File: src/rtl/ctl_regbank_pkg.sv
package ctl_regbank_pkg;

    localparam int WORD_W = 32;
    localparam int HALF_W = WORD_W / 2;

    // Write word split: enables in the upper half, values in the lower half.
    typedef struct packed {
        logic [HALF_W-1:0] en;
        logic [HALF_W-1:0] val;
    } wr_word_t;

    typedef enum logic [1:0] {
        RD_NONE   = 2'd0,
        RD_CTRL   = 2'd1,
        RD_STATUS = 2'd2
    } rd_kind_e;

    function automatic logic [HALF_W-1:0] masked_update(
        input logic [HALF_W-1:0] old_bits,
        input wr_word_t          w
    );
        return (old_bits & ~w.en) | (w.val & w.en);
    endfunction

endpackage

File: src/rtl/ctl_regbank_decode.sv
module ctl_regbank_decode
    import ctl_regbank_pkg::*;
#(
    parameter int NUM_CTRL = 4,
    parameter int ADDR_W   = 3,
    parameter int IDX_W    = 2
) (
    input  logic                wr_valid,
    input  logic [ADDR_W-1:0]   wr_addr,
    input  logic [ADDR_W-1:0]   rd_addr,
    output logic [NUM_CTRL-1:0] wr_sel,
    output rd_kind_e            rd_kind,
    output logic [IDX_W-1:0]    rd_idx
);
    localparam int STATUS_OFS = NUM_CTRL;

    for (genvar k = 0; k < NUM_CTRL; k++) begin : g_wsel
        assign wr_sel[k] = wr_valid && (wr_addr == ADDR_W'(k));
    end

    always_comb begin
        rd_idx = rd_addr[IDX_W-1:0];
        if (int'(rd_addr) < NUM_CTRL) begin
            rd_kind = RD_CTRL;
        end else if (rd_addr == ADDR_W'(STATUS_OFS)) begin
            rd_kind = RD_STATUS;
        end else begin
            rd_kind = RD_NONE;
        end
    end

endmodule

File: src/rtl/ctl_regbank_cell.sv
module ctl_regbank_cell
    import ctl_regbank_pkg::*;
(
    input  logic              clk,
    input  logic              rst,
    input  logic              we,
    input  wr_word_t          wr_word,
    output logic [HALF_W-1:0] q
);
    always_ff @(posedge clk) begin
        if (rst) begin
            q <= '0;
        end else if (we) begin
            q <= masked_update(q, wr_word);
        end
    end

    // reset clears the stored bits
    assert_reset_clear_R1: assert property (@(posedge clk)
        rst |=> (q == '0));

    // enabled bits take the written value
    assert_enabled_take_R2: assert property (@(posedge clk) disable iff (rst)
        we |=> (((q ^ $past(wr_word.val)) & $past(wr_word.en)) == '0));

    // disabled bits keep their value
    assert_masked_hold_R3: assert property (@(posedge clk) disable iff (rst)
        we |=> (((q ^ $past(q)) & ~$past(wr_word.en)) == '0));

    // no write, no change
    assert_idle_hold_R3: assert property (@(posedge clk) disable iff (rst)
        !we |=> $stable(q));

endmodule

File: src/rtl/ctl_regbank_rdport.sv
module ctl_regbank_rdport
    import ctl_regbank_pkg::*;
#(
    parameter int NUM_CTRL = 4,
    parameter int STAT_W   = 8,
    parameter int IDX_W    = 2
) (
    input  logic                       clk,
    input  logic                       rst,
    input  logic                       rd_req,
    input  rd_kind_e                   rd_kind,
    input  logic [IDX_W-1:0]           rd_idx,
    input  logic [NUM_CTRL*HALF_W-1:0] ctrl_flat,
    input  logic [STAT_W-1:0]          status_in,
    output logic [WORD_W-1:0]          rd_data
);
    logic [HALF_W-1:0] words [NUM_CTRL];
    logic [WORD_W-1:0] rd_next;

    for (genvar k = 0; k < NUM_CTRL; k++) begin : g_words
        assign words[k] = ctrl_flat[k*HALF_W +: HALF_W];
    end

    always_comb begin
        rd_next = '0;
        case (rd_kind)
            RD_CTRL:   rd_next[HALF_W-1:0] = words[rd_idx];
            RD_STATUS: rd_next[STAT_W-1:0] = status_in;
            default:   rd_next = '0;
        endcase
    end

    always_ff @(posedge clk) begin
        if (rst) begin
            rd_data <= '0;
        end else if (rd_req) begin
            rd_data <= rd_next;
        end
    end

    // upper half of any read result is zero
    assert_upper_zero_R5: assert property (@(posedge clk) disable iff (rst)
        rd_req |=> (rd_data[WORD_W-1:HALF_W] == '0));

    // read data holds without a request
    assert_rd_hold_R5: assert property (@(posedge clk) disable iff (rst)
        !rd_req |=> $stable(rd_data));

endmodule

File: src/rtl/ctl_regbank.sv
module ctl_regbank
    import ctl_regbank_pkg::*;
#(
    parameter int NUM_CTRL = 4,
    parameter int ADDR_W   = 3,
    parameter int STAT_W   = 8
) (
    input  logic                       clk,
    input  logic                       rst,
    input  logic                       wr_valid,
    input  logic [ADDR_W-1:0]          wr_addr,
    input  logic [WORD_W-1:0]          wr_data,
    input  logic                       rd_req,
    input  logic [ADDR_W-1:0]          rd_addr,
    output logic [WORD_W-1:0]          rd_data,
    input  logic [STAT_W-1:0]          status_in,
    output logic [NUM_CTRL*HALF_W-1:0] ctrl_out
);
    localparam int IDX_W      = (NUM_CTRL > 1) ? $clog2(NUM_CTRL) : 1;
    localparam int STATUS_OFS = NUM_CTRL;

    logic [NUM_CTRL-1:0] wr_sel;
    rd_kind_e            rd_kind;
    logic [IDX_W-1:0]    rd_idx;
    wr_word_t            wr_word;

    assign wr_word = wr_word_t'(wr_data);

    ctl_regbank_decode #(
        .NUM_CTRL (NUM_CTRL),
        .ADDR_W   (ADDR_W),
        .IDX_W    (IDX_W)
    ) u_decode (
        .wr_valid (wr_valid),
        .wr_addr  (wr_addr),
        .rd_addr  (rd_addr),
        .wr_sel   (wr_sel),
        .rd_kind  (rd_kind),
        .rd_idx   (rd_idx)
    );

    for (genvar k = 0; k < NUM_CTRL; k++) begin : g_cell
        ctl_regbank_cell u_cell (
            .clk     (clk),
            .rst     (rst),
            .we      (wr_sel[k]),
            .wr_word (wr_word),
            .q       (ctrl_out[k*HALF_W +: HALF_W])
        );
    end

    ctl_regbank_rdport #(
        .NUM_CTRL (NUM_CTRL),
        .STAT_W   (STAT_W),
        .IDX_W    (IDX_W)
    ) u_rdport (
        .clk       (clk),
        .rst       (rst),
        .rd_req    (rd_req),
        .rd_kind   (rd_kind),
        .rd_idx    (rd_idx),
        .ctrl_flat (ctrl_out),
        .status_in (status_in),
        .rd_data   (rd_data)
    );

    // writes at or above the status offset leave all control bits alone
    assert_unmapped_write_R7: assert property (@(posedge clk) disable iff (rst)
        (wr_valid && int'(wr_addr) >= STATUS_OFS) |=> $stable(ctrl_out));

    // status read returns the sampled input, zero-extended
    assert_status_read_R6: assert property (@(posedge clk) disable iff (rst)
        (rd_req && rd_addr == ADDR_W'(STATUS_OFS))
        |=> (rd_data == WORD_W'($past(status_in))));

    // reads above the status offset return zero
    assert_unmapped_read_R8: assert property (@(posedge clk) disable iff (rst)
        (rd_req && int'(rd_addr) > STATUS_OFS) |=> (rd_data == '0));

endmodule

File: config.mk
export PLATFORM = sky130hd
export DESIGN_NAME = ctl_regbank
export DESIGN_NICKNAME = d
export VERILOG_FILES = /design/src/rtl/ctl_regbank_pkg.sv /design/src/rtl/ctl_regbank_decode.sv /design/src/rtl/ctl_regbank_cell.sv /design/src/rtl/ctl_regbank_rdport.sv /design/src/rtl/ctl_regbank.sv
export SDC_FILE = /design/constraint.sdc
export NUM_CORES = 1
export LEC_CHECK = 0
export BUFFER_PORTS_ARGS = -buffer_cell sky130_fd_sc_hd__buf_4
export CAP_MARGIN = 20
export CORE_ASPECT_RATIO = 2
export CORE_MARGIN = 8
export CORE_UTILIZATION = 54
export DETAILED_ROUTE_END_ITERATION = 10
export PLACE_DENSITY = 0.95
export SYNTH_ARGS = -nofsm -noshare
export SYNTH_HDL_FRONTEND = slang
export SYNTH_HIERARCHICAL = 1
export SYNTH_SLANG_ARGS = --single-unit
File: constraint.sdc
create_clock -name clk -period 3.1 [get_ports clk]
set_clock_uncertainty 0.05 [all_clocks]
set_input_delay 0.465 -clock clk [delete_from_list [all_inputs] [get_ports clk]]
set_output_delay 0.465 -clock clk [all_outputs]
set_load 0.02 [all_outputs]
==> results.rst <==
.. list-table::
   :header-rows: 1

   * - Metric
     - Value
   * - Power per cell area
     - 436.3 nW/um^2
   * - Sequential-to-total area share from yosys stat
     - 0.3857
   * - First-pass GRT wire length
     - 20.46 mm
   * - Initial DRT Pass Iterations
     - 5
   * - Routed length per placed instance
     - 20.86 um
   * - CTS tree
     - done
   * - Global-route total usage across every layer
     - 0.2329
   * - Critical path arrival
     - 2050 ps
   * - Overall routed net length
     - 12.89 mm
   * - Area contributors post-synth
     - sky130_fd_sc_hd__dfxtp_1, sky130_fd_sc_hd__a21bo_1, sky130_fd_sc_hd__nand3_1, sky130_fd_sc_hd__a21oi_1, sky130_fd_sc_hd__a21oi_2
   * - Area Growth Syn to Fin
     - 25.82%
   * - Category of the critical setup timing path
     - in -> reg
   * - Average instance area after synthesis
     - 10.18 um^2
   * - Clock latency reported for the late side of the worst-skew pair
     - 330 ps
   * - Last weighted congestion value of the routability-driven placer
     - 0.8956
   * - Die Outline Area
     - 10920 um^2
   * - Critical-path cell with the highest stage delay
     - sky130_fd_sc_hd__a21oi_1
   * - Port Buffer Count
     - 129
   * - Aggregate global routing overflow
     - 0
   * - H-tree depth
     - 3
   * - Number of standard-cell rows in the floorplan
     - 45
   * - Estimated wirelength of the detail-placed design
     - 9.600 mm
   * - Cell at the root of the clock tree
     - sky130_fd_sc_hd__clkbuf_16
   * - Clock-pin slew on the worst setup and hold paths
     - 60 ps
   * - Aggregate negative setup slack
     - 0 ps
   * - Core area
     - 7545 um^2
   * - Maximum clock rate
     - 543.6 MHz
   * - Synth warn
     - 6
   * - Outcome
     - complete, no violations
   * - Number of hold violations in the final report
     - 0
   * - Most frequent cells in the layout
     - sky130_fd_sc_hd__buf_4, sky130_fd_sc_hd__dfxtp_1, sky130_fd_sc_hd__nand3_1, sky130_fd_sc_hd__a21bo_1, sky130_fd_sc_hd__a21oi_1
   * - Most frequent standard cell in the layout excluding fill and tap cells
     - sky130_fd_sc_hd__buf_4
   * - Die W
     - 78.01 um
   * - DRC marker count from the first detailed-route iteration
     - 321
   * - Starting utilization of the core area
     - 0.5504
   * - Synth top area share
     - 0.3857
   * - Pins Over Slew Limit
     - 0
   * - Tightest Hold Check Type
     - in -> reg
   * - Detailed-route vias per instance
     - 5.898
   * - Critical path endpoint category
     - register
   * - Remaining number of nets flagged by the antenna check after routing
     - 0
   * - MaxCap Viol Count
     - 0
   * - Initial antenna violation count
     - 0
   * - Area after detailed placement
     - 4957 um^2
   * - Floorplan die height
     - 140.0 um
   * - Time the worst path needs with I/O delays and setup
     - 1840 ps
   * - Inserted Clock Buffers
     - 9
   * - DR DRC count
     - 0
   * - Gate Count Post-Synth
     - 408
   * - Peak fanout along the critical path
     - 25
   * - Vias after detailed routing
     - 3645
   * - Total power
     - 2.280 mW
   * - Critical path startpoint category
     - primary input
   * - Post-synthesis cell type with the largest combined area
     - sky130_fd_sc_hd__dfxtp_1
   * - Setup-failing EPs final
     - 0
   * - Most prevalent standard cell on the critical path
     - sky130_fd_sc_hd__a21oi_1
   * - Ordered list of cells on the worst path
     - buf_4 -> nor3b_1 -> ha_1 -> a21oi_1 -> o21ai_0 -> a21oi_1
   * - Net count of the finished layout
     - 571
   * - Finished layout cell area
     - 5225 um^2
   * - Worst rel slew slack
     - 0.4734
   * - Setup repair after global routing missed its margin
     - no
   * - Number of filler cells placed in the layout
     - 580
   * - Hold-fix buffer count after cts
     - 0
   * - Inserted Diodes
     - 0
   * - Required time worst endpoint
     - 3310 ps
   * - Vias in the first global route
     - 3891
   * - Transition time of the tightest slew-check pin
     - 789.3 ps
   * - End-of-flow core utilization
     - 0.6925
   * - Leak pwr
     - 2.157 nW
   * - Cell area after technology mapping
     - 4153 um^2
   * - Slowest stage delay, CP
     - 420 ps
   * - Number of flip-flops and latches in the synthesized netlist
     - 80
   * - Number of cells upsized or downsized after cts
     - 0
   * - Unique masters post-synth
     - 30
   * - Number of buffers inserted to repair setup after CTS
     - 0
   * - Number of ports placed on the die boundary
     - 146
   * - Worst IR drop on VDD
     - 336.6 uV
   * - Clock net sink count
     - 80
   * - Max Buffers Root-to-Sink
     - 2
   * - Fraction of final layout cells with drive strength greater than 1
     - 0.3969
   * - Final critical-path share of the clock period
     - 0.5934
   * - Largest net degree at the start of global routing
     - 55
-- critical path: cells and delay by family --
family / cells / cell delay, ps
simple gates: 1 / 300
compound gates: 3 / 760
buf+inv: 1 / 230
fa+ha+maj: 1 / 280
-- power breakdown --
group | switching, mW | leakage [nW] | internal, mW
registers | 0.0137 | 0.647 | 1.04
clock network | 0.398 | 0.130 | 0.562
logic | 0.161 | 1.38 | 0.101
-- per-layer routing --
layer,routed length [um],share of wire,vias up,track usage
li1,-,-,1693,-
met1,4444,0.34,1737,0.2338
met2,6871,0.53,170,0.4108
met3,788,0.061,45,0.04936
met4,787,0.061,0,0.1632
met5,0,0,-,0
-- kinds of logic (layout without fill, tap and decap cells) --
kind of cell / count (synthesis) / in the layout / share of synthesized area
flops: 80 / 80 / 0.3857
buf+inv: 52 / 153 / 0.09521
simple gates: 88 / 88 / 0.1148
mux: 24 / 24 / 0.09129
fa+ha+maj: 2 / 2 / 0.006025
compound gates: 161 / 161 / 0.3061
other cells: 1 / 16 / 0.0009030
-- cell usage after synthesis --
cell                       count
sky130_fd_sc_hd__dfxtp_1      80
sky130_fd_sc_hd__nand3_1      64
sky130_fd_sc_hd__a21bo_1      56
sky130_fd_sc_hd__a21oi_1      53
sky130_fd_sc_hd__a21oi_2      28
sky130_fd_sc_hd__buf_4        20
sky130_fd_sc_hd__buf_6        13
sky130_fd_sc_hd__mux2_2       12
sky130_fd_sc_hd__nor2b_1       9
sky130_fd_sc_hd__a21bo_2       8
sky130_fd_sc_hd__a222oi_1      8
sky130_fd_sc_hd__nor2_1        8
sky130_fd_sc_hd__o21ai_0       8
sky130_fd_sc_hd__mux4_2        7
sky130_fd_sc_hd__buf_2         5
sky130_fd_sc_hd__clkbuf_1      5
sky130_fd_sc_hd__clkbuf_2      4
sky130_fd_sc_hd__mux2_4        4
sky130_fd_sc_hd__inv_1         3
sky130_fd_sc_hd__and2_1        2
sky130_fd_sc_hd__ha_1          2
sky130_fd_sc_hd__and4b_1       1
sky130_fd_sc_hd__and4bb_1      1
sky130_fd_sc_hd__and4bb_2      1
sky130_fd_sc_hd__buf_1         1
sky130_fd_sc_hd__buf_12        1
sky130_fd_sc_hd__conb_1        1
sky130_fd_sc_hd__mux4_1        1
sky130_fd_sc_hd__nor3b_1       1
sky130_fd_sc_hd__nor4b_2       1
-- worst paths after layout --
path,from,end,slack (ps),cells after the start
worst max-delay path,rd_addr[1],u_rdport/rd_data[7],1260,6
worst min register to register,u_rdport/rd_data[0],u_rdport/rd_data[0],500,2
worst max register to register,register,u_rdport/rd_data[8],1800,3
worst min-delay path,wr_data[2],register,360,3
-- layout make-up --
class,instances,area (um^2),area share
inverters,3,11.26,0.002155
repair buffers,134,1006,0.1925
clock inverters,3,17.52,0.003352
clock buffers,13,250.2,0.04789
well taps,94,117.6,0.02251
multi-input cells,291,2221,0.4250
flip-flops and latches,80,1602,0.3065
-- through the flow --
step           hold slack (ps)  setup WS (ps)  cells
6_report                 364.7           1260    618
3_3_place_gp             469.8           1047    602
4_1_cts                  354.2           1291    618
5_1_grt                  373.2           1127    618
3_5_place_dp             492.6          945.1    602
2_1_floorplan            544.4           1339    423
Note: power is estimated with default switching activity, not from simulation.
